<file path="src/rtl/rfs_pkg.sv">
package rfs_pkg;

    typedef enum logic [2:0] {
        ST_PAUSE,
        ST_SETUP,
        ST_STROBE,
        ST_PRECH,
        ST_IDLE,
        ST_WAIT
    } rfs_state_e;

    // Nanoseconds to whole clock cycles, rounded up, never below one.
    function automatic int cyc(input longint ns, input longint clk_ps);
        longint c;
        c = (ns * 1000 + clk_ps - 1) / clk_ps;
        if (c < 1) c = 1;
        return int'(c);
    endfunction

endpackage

</file>
<file path="src/rtl/rfs_pace.sv">
module rfs_pace #(
    parameter int INT_CYC  = 780,
    parameter int PEND_MAX = 8,
    parameter int PW       = 4
) (
    input  logic          clk,
    input  logic          rst_n,
    input  logic          run,
    input  logic          take,
    output logic [PW-1:0] pend
);
    localparam int TCW = (INT_CYC > 1) ? $clog2(INT_CYC) : 1;

    logic [TCW-1:0] tcnt;
    logic           tick;

    assign tick = run && (tcnt == TCW'(INT_CYC - 1));

    always_ff @(posedge clk or negedge rst_n) begin
        if (!rst_n) begin
            tcnt <= '0;
            pend <= '0;
        end else begin
            if (run) tcnt <= tick ? '0 : tcnt + 1'b1;
            if (tick && !take && pend != PW'(PEND_MAX)) pend <= pend + 1'b1;
            else if (!tick && take)                     pend <= pend - 1'b1;
        end
    end
endmodule

</file>
<file path="src/rtl/rfs_seq.sv">
module rfs_seq
    import rfs_pkg::*;
#(
    parameter int ROW_ONLY  = 0,
    parameter int PAUSE_CYC = 10_000_000,
    parameter int CSR_CYC   = 1,
    parameter int RAS_CYC   = 3,
    parameter int RP_CYC    = 3,
    parameter int WARMUP    = 8
) (
    input  logic clk,
    input  logic rst_n,
    input  logic gnt,
    input  logic pend_nz,
    output logic init_done,
    output logic take,
    output logic ras_end,
    output logic ras_low,
    output logic cas_low,
    output logic req
);
    localparam int M1 = (PAUSE_CYC > CSR_CYC) ? PAUSE_CYC : CSR_CYC;
    localparam int M2 = (RAS_CYC > RP_CYC) ? RAS_CYC : RP_CYC;
    localparam int MX = (M1 > M2) ? M1 : M2;
    localparam int TW = $clog2(MX + 1);
    localparam int WW = $clog2(WARMUP + 1);
    localparam rfs_state_e FIRST_ST = (ROW_ONLY != 0) ? ST_STROBE : ST_SETUP;
    localparam logic [TW-1:0] FIRST_LD = TW'(((ROW_ONLY != 0) ? RAS_CYC : CSR_CYC) - 1);

    rfs_state_e    state_q, state_d;
    logic [TW-1:0] tmr_q, tmr_d;
    logic [WW-1:0] warm_q, warm_d;
    logic          done_q, done_d;

    // State register
    always_ff @(posedge clk or negedge rst_n) begin
        if (!rst_n) begin
            state_q <= ST_PAUSE;
            tmr_q   <= TW'(PAUSE_CYC - 1);
            warm_q  <= WW'(WARMUP);
            done_q  <= 1'b0;
        end else begin
            state_q <= state_d;
            tmr_q   <= tmr_d;
            warm_q  <= warm_d;
            done_q  <= done_d;
        end
    end

    // Next state
    always_comb begin
        state_d = state_q;
        tmr_d   = tmr_q;
        warm_d  = warm_q;
        done_d  = done_q;
        take    = 1'b0;
        ras_end = 1'b0;
        unique case (state_q)
            ST_PAUSE: begin
                if (tmr_q == '0) begin
                    state_d = FIRST_ST;
                    tmr_d   = FIRST_LD;
                end else begin
                    tmr_d = tmr_q - 1'b1;
                end
            end
            ST_SETUP: begin
                if (tmr_q == '0) begin
                    state_d = ST_STROBE;
                    tmr_d   = TW'(RAS_CYC - 1);
                end else begin
                    tmr_d = tmr_q - 1'b1;
                end
            end
            ST_STROBE: begin
                if (tmr_q == '0) begin
                    state_d = ST_PRECH;
                    tmr_d   = TW'(RP_CYC - 1);
                    ras_end = 1'b1;
                    if (!done_q) warm_d = warm_q - 1'b1;
                end else begin
                    tmr_d = tmr_q - 1'b1;
                end
            end
            ST_PRECH: begin
                if (tmr_q == '0) begin
                    if (!done_q) begin
                        if (warm_q == '0) begin
                            state_d = ST_IDLE;
                            done_d  = 1'b1;
                        end else begin
                            state_d = FIRST_ST;
                            tmr_d   = FIRST_LD;
                        end
                    end else begin
                        state_d = pend_nz ? ST_WAIT : ST_IDLE;
                    end
                end else begin
                    tmr_d = tmr_q - 1'b1;
                end
            end
            ST_IDLE: begin
                if (done_q && pend_nz) state_d = ST_WAIT;
            end
            ST_WAIT: begin
                if (gnt) begin
                    take    = 1'b1;
                    state_d = FIRST_ST;
                    tmr_d   = FIRST_LD;
                end
            end
            default: state_d = ST_IDLE;
        endcase
    end

    // Outputs
    always_comb begin
        init_done = done_q;
        ras_low   = (state_q == ST_STROBE);
        cas_low   = (ROW_ONLY == 0) && (state_q == ST_SETUP || state_q == ST_STROBE);
        req       = done_q && (state_q == ST_WAIT || state_q == ST_SETUP ||
                               state_q == ST_STROBE || state_q == ST_PRECH);
    end
endmodule

</file>
<file path="src/rtl/rfs_rowctr.sv">
module rfs_rowctr #(
    parameter int ROW_BITS = 9
) (
    input  logic                clk,
    input  logic                rst_n,
    input  logic                step,
    output logic [ROW_BITS-1:0] row
);
    always_ff @(posedge clk or negedge rst_n) begin
        if (!rst_n)    row <= '0;
        else if (step) row <= row + 1'b1;
    end
endmodule

</file>
<file path="src/rtl/dram_refresh_sched.sv">
module dram_refresh_sched
    import rfs_pkg::*;
#(
    parameter int CLK_PS      = 20000,
    parameter int PAUSE_NS    = 200_000_000,
    parameter int CSR_NS      = 10,
    parameter int RAS_NS      = 45,
    parameter int RP_NS       = 49,
    parameter int INTERVAL_NS = 15600,
    parameter int WARMUP      = 8,
    parameter int PEND_MAX    = 8,
    parameter int ROW_BITS    = 9,
    parameter int LANES       = 4,
    parameter int ROW_ONLY    = 0
) (
    input  logic                clk,
    input  logic                rst_n,
    input  logic                ref_grant,
    output logic                ref_req,
    output logic                init_done,
    output logic                ras_n,
    output logic [LANES-1:0]    cas_n,
    output logic [ROW_BITS-1:0] row_addr
);
    localparam int PAUSE_CYC = cyc(PAUSE_NS, CLK_PS);
    localparam int CSR_CYC   = cyc(CSR_NS, CLK_PS);
    localparam int RAS_CYC   = cyc(RAS_NS, CLK_PS);
    localparam int RP_CYC    = cyc(RP_NS, CLK_PS);
    localparam int INT_CYC   = cyc(INTERVAL_NS, CLK_PS);
    localparam int PW        = $clog2(PEND_MAX + 1);

    logic [PW-1:0]       pend_cnt;
    logic                take, ras_end, ras_low, cas_low;
    logic [ROW_BITS-1:0] row_q;

    rfs_pace #(.INT_CYC(INT_CYC), .PEND_MAX(PEND_MAX), .PW(PW)) u_pace (
        .clk  (clk),
        .rst_n(rst_n),
        .run  (init_done),
        .take (take),
        .pend (pend_cnt)
    );

    rfs_seq #(
        .ROW_ONLY(ROW_ONLY), .PAUSE_CYC(PAUSE_CYC), .CSR_CYC(CSR_CYC),
        .RAS_CYC(RAS_CYC), .RP_CYC(RP_CYC), .WARMUP(WARMUP)
    ) u_seq (
        .clk      (clk),
        .rst_n    (rst_n),
        .gnt      (ref_grant),
        .pend_nz  (pend_cnt != '0),
        .init_done(init_done),
        .take     (take),
        .ras_end  (ras_end),
        .ras_low  (ras_low),
        .cas_low  (cas_low),
        .req      (ref_req)
    );

    rfs_rowctr #(.ROW_BITS(ROW_BITS)) u_row (
        .clk  (clk),
        .rst_n(rst_n),
        .step (ras_end),
        .row  (row_q)
    );

    assign ras_n    = ~ras_low;
    assign row_addr = (ROW_ONLY != 0) ? row_q : '0;

    for (genvar g = 0; g < LANES; g++) begin : g_lane
        assign cas_n[g] = ~cas_low;
    end
endmodule

</file>
<file path="config.mk">
export PLATFORM = sky130hd
export DESIGN_NAME = dram_refresh_sched
export DESIGN_NICKNAME = d
export VERILOG_FILES = /design/src/rtl/rfs_pkg.sv /design/src/rtl/rfs_pace.sv /design/src/rtl/rfs_seq.sv /design/src/rtl/rfs_rowctr.sv /design/src/rtl/dram_refresh_sched.sv
export SDC_FILE = /design/constraint.sdc
export NUM_CORES = 1
export LEC_CHECK = 0
export ABC_AREA = 0
export CAP_MARGIN = 20
export CORE_MARGIN = 8
export CORE_UTILIZATION = 55
export DETAILED_ROUTE_END_ITERATION = 7
export DONT_BUFFER_PORTS = 1
export PLACE_DENSITY = 0.73
export REMOVE_ABC_BUFFERS = 1
export SLEW_MARGIN = 20
export SYNTH_ARGS = -nofsm -noshare
export SYNTH_HDL_FRONTEND = slang
export SYNTH_SLANG_ARGS = --single-unit
</file>
<file path="constraint.sdc">
create_clock -name clk -period 5.47 [get_ports clk]
set_input_delay 0.8205 -clock clk [delete_from_list [all_inputs] [get_ports clk]]
set_output_delay 0.8205 -clock clk [all_outputs]
set_load 0.02 [all_outputs]
</file>
; ---- After elaboration in Yosys (flattened, before gate mapping)
; Cells that the tools add are included.
[word_totals]
n_memories = 0
mem_bits_rw = 0
rom_bits = 0
inputBits = 3
elab_cells = 76
latch_bits = 0
regBits = 46
out_inout_bits = 16
[op_classes]
eq_ne = 15
n_bitwise = 3
n_reduce_logical = 23
n_shift = 0
multipliers = 0
order_cmp = 0
div_mod_pow = 0
addsub = 5
mux = 24
[ops]
columns = operator, count
row1 = 24-bit two-way mux, 6
row2 = 24-bit one-hot mux with 4 select lines, 1
row3 = 24-bit zero test, 1
row4 = 3-bit two-way mux, 8
row5 = 24-bit by 1-bit subtractor with 24-bit output (second input constant), 1
row6 = 3-bit one-hot mux with 6 select lines, 1
row7 = 10-bit by 1-bit adder with 10-bit output (second input constant), 1
row8 = 10-bit == test (second input constant), 1
row9 = 10-bit two-way mux, 1
row10 = 2-bit by 1-bit != test with 1-bit output (second input constant), 5
row11 = 4-bit two-way mux, 2
row12 = 4-bit nonzero test, 2
row13 = 4-bit by 1-bit subtractor with 4-bit output (second input constant), 2
row14 = 3-bit by 2-bit == test with 1-bit output (second input constant), 2
row15 = 3-bit == test (second input constant), 2
row16 = 1-bit logical AND, 6
row17 = 3-bit != test (second input constant), 2
row18 = 6-bit AND reduction, 1
row19 = 1-bit two-way mux, 5
row20 = 4-bit by 1-bit adder with 4-bit output (second input constant), 1
row21 = 4-bit zero test, 1
row22 = 1-bit logical OR, 4
row23 = 4-bit != test (second input constant), 1
row24 = 4-bit AND reduction, 1
row25 = other kinds (9), 12

; ---- Longest topological paths before layout
[depth]
ltp_word = 6
depth_mapped = 10
mapped_depth_nobuf = 10

; ---- Hierarchy
; From an unflattened synthesis, not the netlist that was laid out.
[hier_totals]
cells_unflattened = 304
hier_area_um2 = 2900.3
[by_module_without_submodules]
columns = mod, seq_area_each_um2, area_per_inst_um2, n_inst, cells_per_inst
row1 = rfs_seq, 819.5, 1969.4, 1, 207
row2 = rfs_pace, 350.3, 822.0, 1, 81
row3 = dram_refresh_sched, 0.0, 108.9, 1, 16

; ---- Worst setup path after synthesis
; OpenSTA, ideal clock, no wires.
[synth_path]
kind = flip-flop to flip-flop
startpoint = reg u_pace.tcnt[4]
endpoint = reg u_pace.pend[3]
setup_ns = 0.127
slack_ns = 2.902
required_time_ns = 5.343
path_buffers = 0
path_stages_with_launch = 10
period_less_slack_ns = 2.568
arrival_ns = 2.440
path_cell_list = dfrtp_1 or4b_2 nor4_1 nand3_1 ha_1 a21o_1 a21o_1 nor3_1 nand3b_1 o21ai_0
[synth_via]
elab_chain_cells = 5
elab_cells_between_ends = 8
classes_between = 1 x eq/ne / 1 x mux / 6 x reduce/logical
[synth_rtl]
columns = element, line
row1 = from (decl), rfs_pace.sv:14  ; logic [TCW-1:0] tcnt;
row2 = from (signal assigned), rfs_pace.sv:24  ; if (run) tcnt <= tick ? '0 : tcnt + 1'b1;
row3 = 10-bit == test (*), rfs_pace.sv:17  ; assign tick = run && (tcnt == TCW'(INT_CYC - 1));
row4 = 1-bit logical AND (*), rfs_pace.sv:17
row5 = 1-bit logical AND or 1-bit zero test (tied branches), "rfs_pace.sv:25, rfs_pace.sv:26"
row6 = "1-bit logical AND, on equally long branches", "rfs_pace.sv:25, rfs_pace.sv:26"
row7 = 4-bit two-way mux or 2-bit nonzero test (tied branches), n/a
row8 = to (signal assigned), rfs_pace.sv:25  ; if (tick && !take && pend != PW'(PEND_MAX)) pend <= pend + 1'b1;
row9 = to (signal assigned), rfs_pace.sv:26  ; else if (!tick && take) pend <= pend - 1'b1;
row10 = to (decl), rfs_pace.sv:10  ; output logic [PW-1:0] pend
; Every way passes the cells marked *; elsewhere a longest branch is shown, timed or not.
; A chain may end at the register's enable or synchronous reset.

; ---- Worst setup path in the final report
[layout_path]
startpoint = reg u_pace.tcnt[5]
endpoint = reg u_pace.pend[3]
; The elaborated chain is that of the path after synthesis.

==> metrics.csv <==
metric;value;unit
outcome;complete, no violations;
CP dominant cell by count;a21o_1;
Post-DP HPWL;3660;µm
Mean Syn Cell Area;9.56;µm²
prevailing post-synth register cell;dfrtp_1;
CTS Root Cell;clkbuf_8;
number of port buffers;0;
DR pass1 iterations;4;
startpoint types;flop;
Final Critical Period;2.76;ns
Worst slew margin;0.370;
Clk Latency, worst-skew pair;0.29;ns
Netlist cell types;52;
nets;288;
# fillers;442;
Die Footprint;7460;µm²
vias in the first global route;2002;
Post-synth EDFFs;0;
Slew @ Worst Pin;0.946;ns
Largest delay share family, worst path;simple AND/OR/NAND/NOR gates;
DRC viols;0;
GRT Util Overall;0.152;
grt total ovfl;0;
Starting Density;0.573;
Layout area overhead;2.89;%
Final Max Slew Viols;0;
Worst Hold Class;in2async;
Max Fclk;362;MHz
number of core rows;25;
hold buffer count at CTS;0;
largest family of logic cells by synthesized area;simple AND/OR/NAND/NOR gates;
average wire per standard cell;15.2;µm
Critical Path RT;5.65;ns
CP Class;reg2reg;
Final Util;0.589;
initial drt markers;121;
Die W;86.4;µm
share of layout cells above drive strength 1;0.143;
Antenna Cells;0;
Compound-Gate Fraction of Synth Area;0.153;
max cap viols;0;
Core Region;4750;µm²
asr flop ratio synth;1.00;
Total Neg Setup Slack;0;ns
CTS tree;done;
cells on worst reg2reg path;9;
Synth Area in Adders;0.0349;
Simple-Gate Fraction of Synth Area;0.243;
crit end category;flop;
mapped cell area;2720;µm²
crit-path max FO;6;
Max VDD drop;0.122;mV
unrepaired setup endpoints after global routing;false;
initial antenna violation count;0;
Via Count;2086;
Tcrit/Tclk final;0.505;
Post-Synth XOR/XNOR Area;0.0450;
crit path DAT;2.94;ns
Mapped Cells;285;
count of state elements after synthesis;46;
Worst-path clk slew;0.08;ns
slowest CP cell;or4b_2;
Leak;1.15;nW
final hold viol count;0;
Worst Path Buf+Inv;0;
post-CTS setup buffers;0;
Ports;19;
clock skew;0.00465;ns
clk sinks;46;
post-synthesis sequential area ratio;0.429;
TritonCTS Buffers;5;
Die Ht;86.4;µm
CTS max path bufs;2;
WL final;5250;µm
Levels on crit path;9;
dpl ws;2.69;ns
Final Setup Violations;0;
slowest stage delay, CP;0.65;ns
worst setup margin;2.71;ns
Via density;6.03;
PD cells;199;nW/µm²
worst path cell trace;or4b_2 -> nor4_1 -> nand3_1 -> ha_1 -> a21o_1 -> a21o_1 -> nor3_1 -> nand3b_1 -> o21ai_0;
post-route ant nets;0;
post-synthesis mux area share;0.0202;
global-route wire length before repair;9300;µm
post-cts resize count;0;
H-tree Lvls;2;
yosys warns;0;
largest net degree at the start of global routing;47;
routability cong.;0.817;
==> layout make-up <==
class / count / area, µm² / share of cell area
clock buffers: 8 / 90.1 / 0.0321
flip-flops and latches: 46 / 1170 / 0.417
well taps: 67 / 83.8 / 0.0299
multi-input cells: 210 / 1390 / 0.496
repair buffers: 3 / 22.5 / 0.00804
inverters: 12 / 45.0 / 0.0161
==> power breakdown <==
part | internal, W | switching [W]
registers | 0.000340 | 0
clock network | 0.000103 | 0.000109
logic | 0.00000000213 | 0.00000565
total | 0.000444 | 0.000114
==> cell usage after synthesis (all sizes together), types with 2 or more instances <==
master | number | area share
dfrtp | 31 | 0.28
a21oi | 22 | 0.043
nor2 | 18 | 0.025
buf | 17 | 0.045
or4 | 16 | 0.047
dfstp | 15 | 0.14
o21ai | 15 | 0.028
nand2 | 14 | 0.019
or3 | 14 | 0.032
inv | 12 | 0.017
nand4 | 11 | 0.025
o31ai | 10 | 0.028
clkbuf | 8 | 0.011
nor4 | 8 | 0.028
xnor2 | 8 | 0.026
nand3 | 7 | 0.013
ha | 6 | 0.028
xor2 | 6 | 0.019
nor3 | 5 | 0.0092
a31o | 4 | 0.013
mux2 | 4 | 0.017
a21o | 3 | 0.0083
nand2b | 3 | 0.0069
a2111oi | 2 | 0.0087
and2 | 2 | 0.0046
and3 | 2 | 0.0046
nand3b | 2 | 0.0055
nor2b | 2 | 0.0046
o211ai | 2 | 0.0055
o21a | 2 | 0.0055
o41ai | 2 | 0.0064
==> worst register-to-register path: stages, from the launching register on <==
cell	delay (ns)
dfrtp_1	0.44
or4b_2	0.65
nor4_1	0.29
nand3_1	0.23
ha_1	0.33
a21o_1	0.15
a21o_1	0.19
nor3_1	0.17
nand3b_1	0.13
o21ai_0	0.07
==> sequential cells by signal (all words and copies together), names as in the netlist <==
register	cells
u_seq.init_done	1
u_seq.warm_q	4
u_pace.pend	4
u_seq.tmr_q	24
u_pace.tcnt	10
u_seq.state_q	3
==> worst paths after layout <==
check	startpoint	endpoint	slack, ns
max	u_pace.tcnt[5]$_DFFE_PN0P_	u_pace.pend[3]$_DFFE_PN0P_	2.71
min	rst_n	u_pace.tcnt[5]$_DFFE_PN0P_	0.21
max reg2reg	u_pace.tcnt[5]$_DFFE_PN0P_	u_pace.pend[3]$_DFFE_PN0P_	2.71
min reg2reg	u_seq.tmr_q[9]$_DFFE_PN1P_	u_seq.tmr_q[9]$_DFFE_PN1P_	0.50
max in group asynchronous	rst_n	u_seq.tmr_q[15]$_DFFE_PN1P_	5.07
min in group clk	u_seq.tmr_q[9]$_DFFE_PN1P_	u_seq.tmr_q[9]$_DFFE_PN1P_	0.50
==> layer usage <==
metal | track usage | wire length [µm] | up-vias | part of all wire
met5 | 0 | 0 | - | 0
met4 | 0.0595 | 40 | 0 | 0.0076
met3 | 0.0293 | 262 | 4 | 0.050
met2 | 0.234 | 2400 | 42 | 0.46
met1 | 0.204 | 2550 | 1027 | 0.49
li1 | - | - | 1013 | -
==> layout by cell type, fill, tap and decap left out, types with 3 or more instances in the layout <==
cell type  netlist  layout
nor4_1           5       5
xnor2_1          8       8
nor2_1          18      18
xor2_1           6       6
conb_1           1       9
inv_1           12      12
dfrtp_1         31      31
a31o_1           3       3
or3_1           14      14
ha_1             6       6
clkbuf_8         0       6
nand2_1         14      14
or4_1           14      14
nand3_1          7       7
buf_4           12       3
dfstp_2         15      15
a21o_1           3       3
a21oi_1         20      20
nand4_1         11      11
o21ai_0         14      13
o31ai_1         10      10
nor3_1           5       5
mux2_2           4       4
nand2b_1         3       3
==> metrics by stage <==
| step | instance area (µm²) | instances | total power (W) | hold slack (ns) |
|---|---|---|---|---|
| after floorplan | 2600 | 268 | 0.000352 | 0.472 |
| after global placement | 2710 | 338 | 0.000352 | 0.483 |
| after detailed placement | 2710 | 338 | 0.000352 | 0.490 |
| after CTS | 2800 | 346 | 0.000565 | 0.201 |
| after global routing | 2800 | 346 | 0.000578 | 0.193 |
| final | 2800 | 346 | 0.000558 | 0.211 |
==> cells by family (layout without fill, tap and decap cells) <==
| kind of cell | Yosys count | in the layout |
|---|---|---|
| xor+xnor | 14 | 14 |
| mux | 5 | 5 |
| simple gates | 110 | 110 |
| buf+inv | 37 | 23 |
| compound gates | 65 | 65 |
| flops | 46 | 46 |
| other cells | 1 | 9 |
| fa+ha+maj | 7 | 7 |
Note: power is estimated with default switching activity, not from simulation.
